## config.mk

```make
export PLATFORM = sky130hd
export DESIGN_NAME = e1_pm_sec
export DESIGN_NICKNAME = d
export VERILOG_FILES = /design/src/rtl/e1pm_pkg.sv /design/src/rtl/e1pm_evt_qual.sv /design/src/rtl/e1pm_sat_acc.sv /design/src/rtl/e1pm_win.sv /design/src/rtl/e1pm_path.sv /design/src/rtl/e1_pm_sec.sv
export SDC_FILE = /design/constraint.sdc
export NUM_CORES = 1
export LEC_CHECK = 0
export BUFFER_PORTS_ARGS = -buffer_cell sky130_fd_sc_hd__buf_2
export CORE_AREA = 2 2 142 144
export CTS_CLUSTER_SIZE = 25
export DETAILED_ROUTE_END_ITERATION = 10
export DIE_AREA = 0 0 144 146
export PLACE_DENSITY = 0.75
export SLEW_MARGIN = 20
export SYNTH_ARGS = -nofsm -noshare
export SYNTH_HDL_FRONTEND = slang
export SYNTH_HIERARCHICAL = 1
export SYNTH_SLANG_ARGS = --single-unit
```

## constraint.sdc

```tcl
create_clock -name clk -period 8.3 [get_ports clk]
set_clock_uncertainty 0.2 [all_clocks]
set_input_delay 0.83 -clock clk [delete_from_list [all_inputs] [get_ports clk]]
set_output_delay 0.83 -clock clk [all_outputs]
set_load 0.1 [all_outputs]
```

## src/rtl/e1pm_pkg.sv

```systemverilog
package e1pm_pkg;
  localparam int NUM_EV = 16;

  typedef enum logic [3:0] {
    EV_FAS       = 4'd0,
    EV_NFAS      = 4'd1,
    EV_CRC       = 4'd2,
    EV_AIS       = 4'd3,
    EV_LOS       = 4'd4,
    EV_SLIP      = 4'd5,
    EV_RFA       = 4'd6,
    EV_LFA       = 4'd7,
    EV_LMFA      = 4'd8,
    EV_EBIT0     = 4'd9,
    EV_SA6_001X  = 4'd10,
    EV_SA6_00X1  = 4'd11,
    EV_SA6_PWR   = 4'd12,
    EV_SA6_LOSLF = 4'd13,
    EV_SA6_FC    = 4'd14,
    EV_SA6_AIS   = 4'd15
  } ev_idx_e;

  typedef struct packed {
    logic       fas;
    logic       nfas;
    logic       crc;
    logic       ais;
    logic       los;
    logic       slip;
    logic       rfa;
    logic       lfa;
    logic       lmfa;
    logic       ebit;
    logic       sa5;
    logic [3:0] sa6;
  } frm_obs_t;
endpackage

```

## src/rtl/e1pm_evt_qual.sv

```systemverilog
module e1pm_evt_qual
  import e1pm_pkg::*;
#(
  parameter int HW = $clog2(NUM_EV + 1)
) (
  input  logic              vld,
  input  frm_obs_t          obs,
  input  logic [NUM_EV-1:0] en,
  output logic [HW-1:0]     n_hit,
  output logic              crc_hit,
  output logic              ebit0_hit
);
  logic [NUM_EV-1:0] raw;
  logic [NUM_EV-1:0] hit;
  logic              sa6_hi_zero;

  assign sa6_hi_zero = (obs.sa6[3:2] == 2'b00);

  always_comb begin
    raw               = '0;
    raw[EV_FAS]       = obs.fas;
    raw[EV_NFAS]      = obs.nfas;
    raw[EV_CRC]       = obs.crc;
    raw[EV_AIS]       = obs.ais;
    raw[EV_LOS]       = obs.los;
    raw[EV_SLIP]      = obs.slip;
    raw[EV_RFA]       = obs.rfa;
    raw[EV_LFA]       = obs.lfa;
    raw[EV_LMFA]      = obs.lmfa;
    raw[EV_EBIT0]     = ~obs.ebit;
    raw[EV_SA6_001X]  = sa6_hi_zero & obs.sa6[1];
    raw[EV_SA6_00X1]  = sa6_hi_zero & obs.sa6[0];
    raw[EV_SA6_PWR]   = obs.sa5 & (obs.sa6 == 4'h8);
    raw[EV_SA6_LOSLF] = obs.sa5 & (obs.sa6 == 4'hC);
    raw[EV_SA6_FC]    = obs.sa5 & (obs.sa6 == 4'hE);
    raw[EV_SA6_AIS]   = obs.sa5 & (obs.sa6 == 4'hF);
  end

  assign hit = vld ? (raw & en) : '0;

  always_comb begin
    n_hit = '0;
    for (int i = 0; i < NUM_EV; i++) begin
      n_hit = n_hit + HW'(hit[i]);
    end
  end

  assign crc_hit   = vld & obs.crc;
  assign ebit0_hit = vld & ~obs.ebit;
endmodule

```

## src/rtl/e1pm_sat_acc.sv

```systemverilog
module e1pm_sat_acc #(
  parameter int W  = 16,
  parameter int IW = 5
) (
  input  logic          clk,
  input  logic          rst,
  input  logic          close,
  input  logic [IW-1:0] inc,
  output logic [W-1:0]  total,
  output logic [W-1:0]  cnt
);
  logic [W:0] sum;

  assign sum   = {1'b0, cnt} + (W+1)'(inc);
  assign total = sum[W] ? {W{1'b1}} : sum[W-1:0];

  always_ff @(posedge clk) begin
    if (rst)        cnt <= '0;
    else if (close) cnt <= '0;
    else            cnt <= total;
  end

  AST_SAT_HOLD: assert property (@(posedge clk) disable iff (rst)
    (cnt == {W{1'b1}} && !close) |=> (cnt == {W{1'b1}}));
  AST_NO_WRAP: assert property (@(posedge clk) disable iff (rst)
    !close |=> (cnt >= $past(cnt)));
endmodule

```

## src/rtl/e1pm_win.sv

```systemverilog
module e1pm_win #(
  parameter int LEN = 5,
  localparam int PW = (LEN > 1) ? $clog2(LEN) : 1
) (
  input  logic clk,
  input  logic rst,
  input  logic tick,
  output logic last
);
  logic [PW-1:0] phase;

  assign last = tick && (phase == PW'(LEN - 1));

  always_ff @(posedge clk) begin
    if (rst)       phase <= '0;
    else if (last) phase <= '0;
    else if (tick) phase <= phase + 1'b1;
  end

  AST_PHASE_RANGE: assert property (@(posedge clk) disable iff (rst)
    phase < PW'(LEN));
endmodule

```

## src/rtl/e1pm_path.sv

```systemverilog
module e1pm_path
  import e1pm_pkg::*;
#(
  parameter int CW      = 16,
  parameter int WIN_LEN = 5,
  localparam int HW     = $clog2(NUM_EV + 1)
) (
  input  logic              clk,
  input  logic              rst,
  input  logic              tick,
  input  logic              vld,
  input  frm_obs_t          obs,
  input  logic [NUM_EV-1:0] en,
  input  logic [CW-1:0]     ses_thr,
  input  logic [CW-1:0]     crc_thr,
  input  logic [CW-1:0]     cre_thr,
  output logic              es,
  output logic              ses,
  output logic              exc,
  output logic              refr,
  output logic              cre
);
  logic [HW-1:0] n_hit;
  logic          crc_hit, ebit0_hit, eb_close;
  logic [CW-1:0] ev_tot, ev_cnt, crc_tot, crc_cnt, eb_tot, eb_cnt;
  logic          exc_nxt;

  e1pm_evt_qual #(.HW(HW)) u_qual (
    .vld(vld), .obs(obs), .en(en),
    .n_hit(n_hit), .crc_hit(crc_hit), .ebit0_hit(ebit0_hit)
  );

  e1pm_sat_acc #(.W(CW), .IW(HW)) u_ev_acc (
    .clk(clk), .rst(rst), .close(tick), .inc(n_hit),
    .total(ev_tot), .cnt(ev_cnt)
  );

  e1pm_sat_acc #(.W(CW), .IW(1)) u_crc_acc (
    .clk(clk), .rst(rst), .close(tick), .inc(crc_hit),
    .total(crc_tot), .cnt(crc_cnt)
  );

  e1pm_win #(.LEN(WIN_LEN)) u_win (
    .clk(clk), .rst(rst), .tick(tick), .last(eb_close)
  );

  e1pm_sat_acc #(.W(CW), .IW(1)) u_eb_acc (
    .clk(clk), .rst(rst), .close(eb_close), .inc(ebit0_hit),
    .total(eb_tot), .cnt(eb_cnt)
  );

  assign exc_nxt = (crc_thr != '0) && (crc_tot >= crc_thr);

  always_ff @(posedge clk) begin
    if (rst) begin
      es   <= 1'b0;
      ses  <= 1'b0;
      exc  <= 1'b0;
      refr <= 1'b0;
      cre  <= 1'b0;
    end else begin
      es   <= 1'b0;
      ses  <= 1'b0;
      refr <= 1'b0;
      if (tick) begin
        es   <= (ev_tot != '0);
        ses  <= (ses_thr != '0) && (ev_tot >= ses_thr);
        exc  <= exc_nxt;
        refr <= exc_nxt;
      end
      if (eb_close) begin
        cre <= (cre_thr != '0) && (eb_tot >= cre_thr);
      end
    end
  end

  AST_ES_AFTER_TICK: assert property (@(posedge clk) disable iff (rst)
    es |-> $past(tick));
  AST_SES_WITH_ES: assert property (@(posedge clk) disable iff (rst)
    ses |-> es);
  AST_EXC_HOLD: assert property (@(posedge clk) disable iff (rst)
    !tick |=> $stable(exc));
  AST_REFR_LEVEL: assert property (@(posedge clk) disable iff (rst)
    refr |-> exc);
  AST_CRE_HOLD: assert property (@(posedge clk) disable iff (rst)
    !eb_close |=> $stable(cre));
endmodule

```

## src/rtl/e1_pm_sec.sv

```systemverilog
module e1_pm_sec
  import e1pm_pkg::*;
#(
  parameter int NUM_PATHS = 2,
  parameter int CNT_W     = 16,
  parameter int EBIT_SECS = 5
) (
  input  logic                       clk,
  input  logic                       rst,
  input  logic                       sec_tick,
  input  logic [NUM_PATHS-1:0]       frame_vld,
  input  logic [NUM_PATHS-1:0]       fas_err,
  input  logic [NUM_PATHS-1:0]       nfas_err,
  input  logic [NUM_PATHS-1:0]       crc_err,
  input  logic [NUM_PATHS-1:0]       ebit,
  input  logic [NUM_PATHS-1:0]       sa5,
  input  logic [4*NUM_PATHS-1:0]     sa6,
  input  logic [NUM_PATHS-1:0]       los,
  input  logic [NUM_PATHS-1:0]       ais,
  input  logic [NUM_PATHS-1:0]       lfa,
  input  logic [NUM_PATHS-1:0]       lmfa,
  input  logic [NUM_PATHS-1:0]       rfa,
  input  logic [NUM_PATHS-1:0]       slip,
  input  logic [NUM_EV*NUM_PATHS-1:0] ev_en,
  input  logic [CNT_W*NUM_PATHS-1:0] ses_thr,
  input  logic [CNT_W*NUM_PATHS-1:0] crc_thr,
  input  logic [CNT_W*NUM_PATHS-1:0] cre_thr,
  output logic [NUM_PATHS-1:0]       es_o,
  output logic [NUM_PATHS-1:0]       ses_o,
  output logic [NUM_PATHS-1:0]       exc_crc_o,
  output logic [NUM_PATHS-1:0]       reframe_o,
  output logic [NUM_PATHS-1:0]       cre_o
);
  for (genvar p = 0; p < NUM_PATHS; p++) begin : g_path
    frm_obs_t obs;

    always_comb begin
      obs.fas  = fas_err[p];
      obs.nfas = nfas_err[p];
      obs.crc  = crc_err[p];
      obs.ais  = ais[p];
      obs.los  = los[p];
      obs.slip = slip[p];
      obs.rfa  = rfa[p];
      obs.lfa  = lfa[p];
      obs.lmfa = lmfa[p];
      obs.ebit = ebit[p];
      obs.sa5  = sa5[p];
      obs.sa6  = sa6[4*p +: 4];
    end

    e1pm_path #(.CW(CNT_W), .WIN_LEN(EBIT_SECS)) u_path (
      .clk(clk), .rst(rst), .tick(sec_tick), .vld(frame_vld[p]), .obs(obs),
      .en(ev_en[NUM_EV*p +: NUM_EV]),
      .ses_thr(ses_thr[CNT_W*p +: CNT_W]),
      .crc_thr(crc_thr[CNT_W*p +: CNT_W]),
      .cre_thr(cre_thr[CNT_W*p +: CNT_W]),
      .es(es_o[p]), .ses(ses_o[p]), .exc(exc_crc_o[p]),
      .refr(reframe_o[p]), .cre(cre_o[p])
    );
  end

  AST_RESET_QUIET: assert property (@(posedge clk)
    rst |=> (es_o == '0 && ses_o == '0 && exc_crc_o == '0 &&
             reframe_o == '0 && cre_o == '0));
endmodule

```

==> metrics.log <==
INFO  metric outcome = complete, no violations
INFO  metric antenna_found_initial = 0
INFO  metric yosys.area_share.xor_xnor = around 4.5%
INFO  metric critical_path.max_fanout = 18
INFO  metric drive_gt1_share = 19.7%
INFO  metric clock_tree.root_cell = clkbuf_16
INFO  metric maxCapViolations = 0
INFO  metric setup_viol = 0
INFO  metric placement_stage_cell_area = 10,600 sq um
INFO  metric via_per_inst = roughly 5.5
INFO  metric critical-path-slowest-cell = fa_1
INFO  metric cts.sink_count = around 110
INFO  metric critical_path_required = around 8.4 ns
INFO  metric route.vias.total = 8,815
INFO  metric yosys.area_share.simple = 25.3%
INFO  metric synth_edf_count = 0
INFO  metric worst_setup_hold_path_clk_slew = 0.08 ns
INFO  metric clock_latency_reported_for_the_late_side_of_the_worst_skew_pair = 0.37 ns
INFO  metric mappedNetlistNets = 1,485
INFO  metric leakagePower = 5.63 nW
INFO  metric finalSetupTns = 0 ns
INFO  metric fp.dieH = between 100 and 150 um
INFO  metric first_pass_grt_wire_length = roughly 38,000 um
INFO  metric fmaxAchievable = about 140 MHz
INFO  metric pwr_density_cell = 117 nW/um^2
INFO  metric first_global_vias = 8,413
INFO  metric final_cell_mix = buf_2, inv_1, ha_1
INFO  metric average_routed_wire_per_standard_cell = 14.0 um
INFO  metric regToRegSetupSlack = 4.63 ns
INFO  metric grt-ovfl-total = 0
INFO  metric slew-limit-headroom = 49.6%
INFO  metric final_nets = 1,637
INFO  metric post_cts_setup_inserts = 0
INFO  metric dominant_combinational_cell_family_by_area_after_synthesis = simple AND/OR/NAND/NOR gates
INFO  metric post_synth_fa_ha_maj_area_fraction = 21.2%
INFO  metric compound_gate_fraction_of_synth_area = 17.3%
INFO  metric postSynth.asyncResetShare = 0%
INFO  metric crit_path_max_incr_delay = 0.58 ns
INFO  metric globalplace.congestion = 0.884
INFO  metric buffer_ports.inserted = 172
INFO  metric io_pins = 173
INFO  metric antenna_cells = 0
INFO  metric filler_cell_count = 1,820
INFO  metric number_of_max_slew_violations_in_the_final_report = 0
INFO  metric areaGrowthSynthToFinish = 13.3%
INFO  metric worst-path-buf-inv = 4
INFO  metric synth_flop_type = dfxtp_1
INFO  metric start_util = 49.9%
INFO  metric dr.pass1.iters = 5
INFO  metric sequential_element_share_of_the_synthesized_area = a little under a quarter
INFO  metric crit_type = primary input to register
INFO  metric grt_start_max_net_pins = 25
INFO  metric holdBufCountCts = 0
INFO  metric critical-path-top-delay-family = adder cells
INFO  metric final_common_cell = buf_2
INFO  metric row_count = 51
INFO  metric critPathMostFrequentCell = fa_1
INFO  metric post_cts.resized_instances = 0
INFO  metric worstSetupStartpointType = primary input
INFO  metric synth_area = about 9600 sq um
INFO  metric cts_tree = built
INFO  metric synthesis.yosys.warnings = 6
INFO  metric synthDistinctLibCells = between 60 and 70
INFO  metric grt_setup_unrepaired = false
INFO  metric hold_viol = 0
INFO  metric post_synth_inst_count = 1,172
INFO  metric die_x = 144 um
INFO  metric min-delay-path-class = register to register
INFO  metric fin_crit = 7.15 ns
INFO  metric ant_nets = 0
INFO  metric dieArea = around 21,000 sq um
INFO  metric first_iter_violations = roughly 430
INFO  metric hpwlAfterDp = 18,300 um
INFO  metric irDropWorstVdd = 101 uV
INFO  metric critical_path.cell_chain = buf_2 > nor3b_1 > nand3_1 > fa_1 > fa_1 > fa_1 > inv_1 > fa_1 > ha_1 > inv_1 > fa_1 > inv_1 > fa_1 > a21o_1 > a31oi_1 > or3_1 > nand2_1 > ha_1 > a22o_1 > o41ai_1 > a211oi_1 > o31a_1
INFO  metric fp.coreArea = 19,300 sq um
INFO  metric stdcell_area = 10,900 sq um
INFO  metric grt_usage = 21.6%
INFO  metric postSynthAreaPerCell = 8.23 sq um
INFO  metric setup.worst_path.end_class = register
INFO  metric portion_of_netlist_area_occupied_by_mux_cells = 0.467%
INFO  metric number_of_buffers_inserted_during_clock_tree_synthesis = 9
INFO  metric cts_max_path_buffers = 2
INFO  metric total_wire_length_after_detailed_routing = 22,300 um
INFO  metric htree_num_levels = 3
INFO  metric synth_seq_cells = approximately 110
INFO  metric post_route_clock_period_utilization = 86.2%
INFO  metric drc = 0
INFO  metric cp_arrival = 7.22 ns
INFO  metric timing_worst_slew_pin_value = about 0.75 ns
[power breakdown]
| part | switching, mW | leakage [nW] | total [mW] | internal, mW |
|---|---|---|---|---|
| Sequential | 0.00575 | 0.904 | 0.553 | 0.547 |
| Combinational | 0.175 | 4.58 | 0.294 | 0.120 |
| Clock | 0.222 | 0.143 | 0.435 | 0.213 |
| Total | 0.402 | 5.63 | 1.28 | 0.880 |
[cell type report]
cell class	instances	area (sq um)	share of cell area, %
repair buffers	173	868	7.94
well taps	265	332	3.03
clock buffers	10	229	2.09
inverters	150	563	5.15
clock inverters	6	65.1	0.595
flip-flops and latches	112	2240	20.5
multi-input cells	878	6640	60.7
[metrics by stage]
step	utilization [%]	worst slack [ns]	hold slack (ns)	instances	total power [mW]
2_1_floorplan	-	1.54	0.251	1172	0.759
3_3_place_gp	55.0	1.00	0.234	1578	0.853
3_5_place_dp	55.0	0.810	0.241	1578	0.861
4_1_cts	56.6	1.18	0.261	1594	1.30
5_1_grt	56.6	0.771	0.277	1594	1.37
6_report	56.6	1.15	0.260	1594	1.28
[cells in the mapped netlist, drive strengths merged (4+ instances only)]
cell type | instances | share of area [%]
mux2 | 4 | 0.47
a22oi | 4 | 0.31
a31oi | 14 | 1.0
or2 | 10 | 0.70
buf | 22 | 1.8
a41o | 4 | 0.41
o211ai | 6 | 0.57
or3 | 6 | 0.39
nand4 | 44 | 3.9
nor3 | 22 | 1.1
xnor2 | 28 | 2.5
xor2 | 22 | 2.0
and3 | 28 | 1.8
inv | 150 | 5.8
nand2b | 12 | 0.78
fa | 22 | 4.6
o2111ai | 4 | 0.36
o41ai | 4 | 0.36
nor2 | 36 | 1.4
and4 | 16 | 1.6
a41oi | 10 | 0.91
o211a | 4 | 0.41
nor4 | 40 | 3.2
and2b | 4 | 0.31
nor2b | 10 | 0.65
o21ai | 24 | 1.2
dfxtp | 112 | 23
nand4b | 6 | 0.54
ha | 128 | 17
nand3 | 46 | 2.5
a21o | 16 | 1.3
clkbuf | 10 | 0.39
a31o | 6 | 0.54
a21oi | 132 | 7.2
a211oi | 12 | 0.93
nand2 | 120 | 4.8
nor3b | 6 | 0.67
[cells by family (layout without fill, tap and decap cells)]
group	after synthesis	count (layout)
DFF	112	112
and+or+nand+nor	416	416
AOI/OAI and AO/OA	258	258
buffers and inverters	182	339
xor gates and xnor gates	50	50
muxes	4	4
adders and majority gates	150	150
[state kept, by name (all words and copies together), names as in the netlist]
| register | count |
|---|---|
| g_path.u_path/es | 2 |
| g_path.u_path/exc | 2 |
| g_path.u_path/u_crc_acc/cnt | 32 |
| g_path.u_path/u_eb_acc/cnt | 32 |
| g_path.u_path/ses | 2 |
| g_path.u_path/refr | 2 |
| g_path.u_path/cre | 2 |
| g_path.u_path/u_ev_acc/cnt | 32 |
| g_path.u_path/u_win/phase | 6 |
[worst paths after layout]
check | startpoint | end | cells past startpoint
max | frame_vld[1] | g_path[1].u_path/ses | 22
min | g_path[0].u_path/exc | g_path[0].u_path/exc | 1
max reg2reg | g_path[1].u_path/u_ev_acc/cnt[0] | g_path[1].u_path/ses | 11
min reg2reg | g_path[0].u_path/exc | g_path[0].u_path/exc | 1
[per-layer routing]
metal | track usage (%) | routed length (um)
met2 | 36.3 | 10700
met4 | 6.03 | 348
met1 | 28.7 | 10300
met3 | 3.09 | 998
met5 | 0 | 0
(Power assumes the default switching activity.)
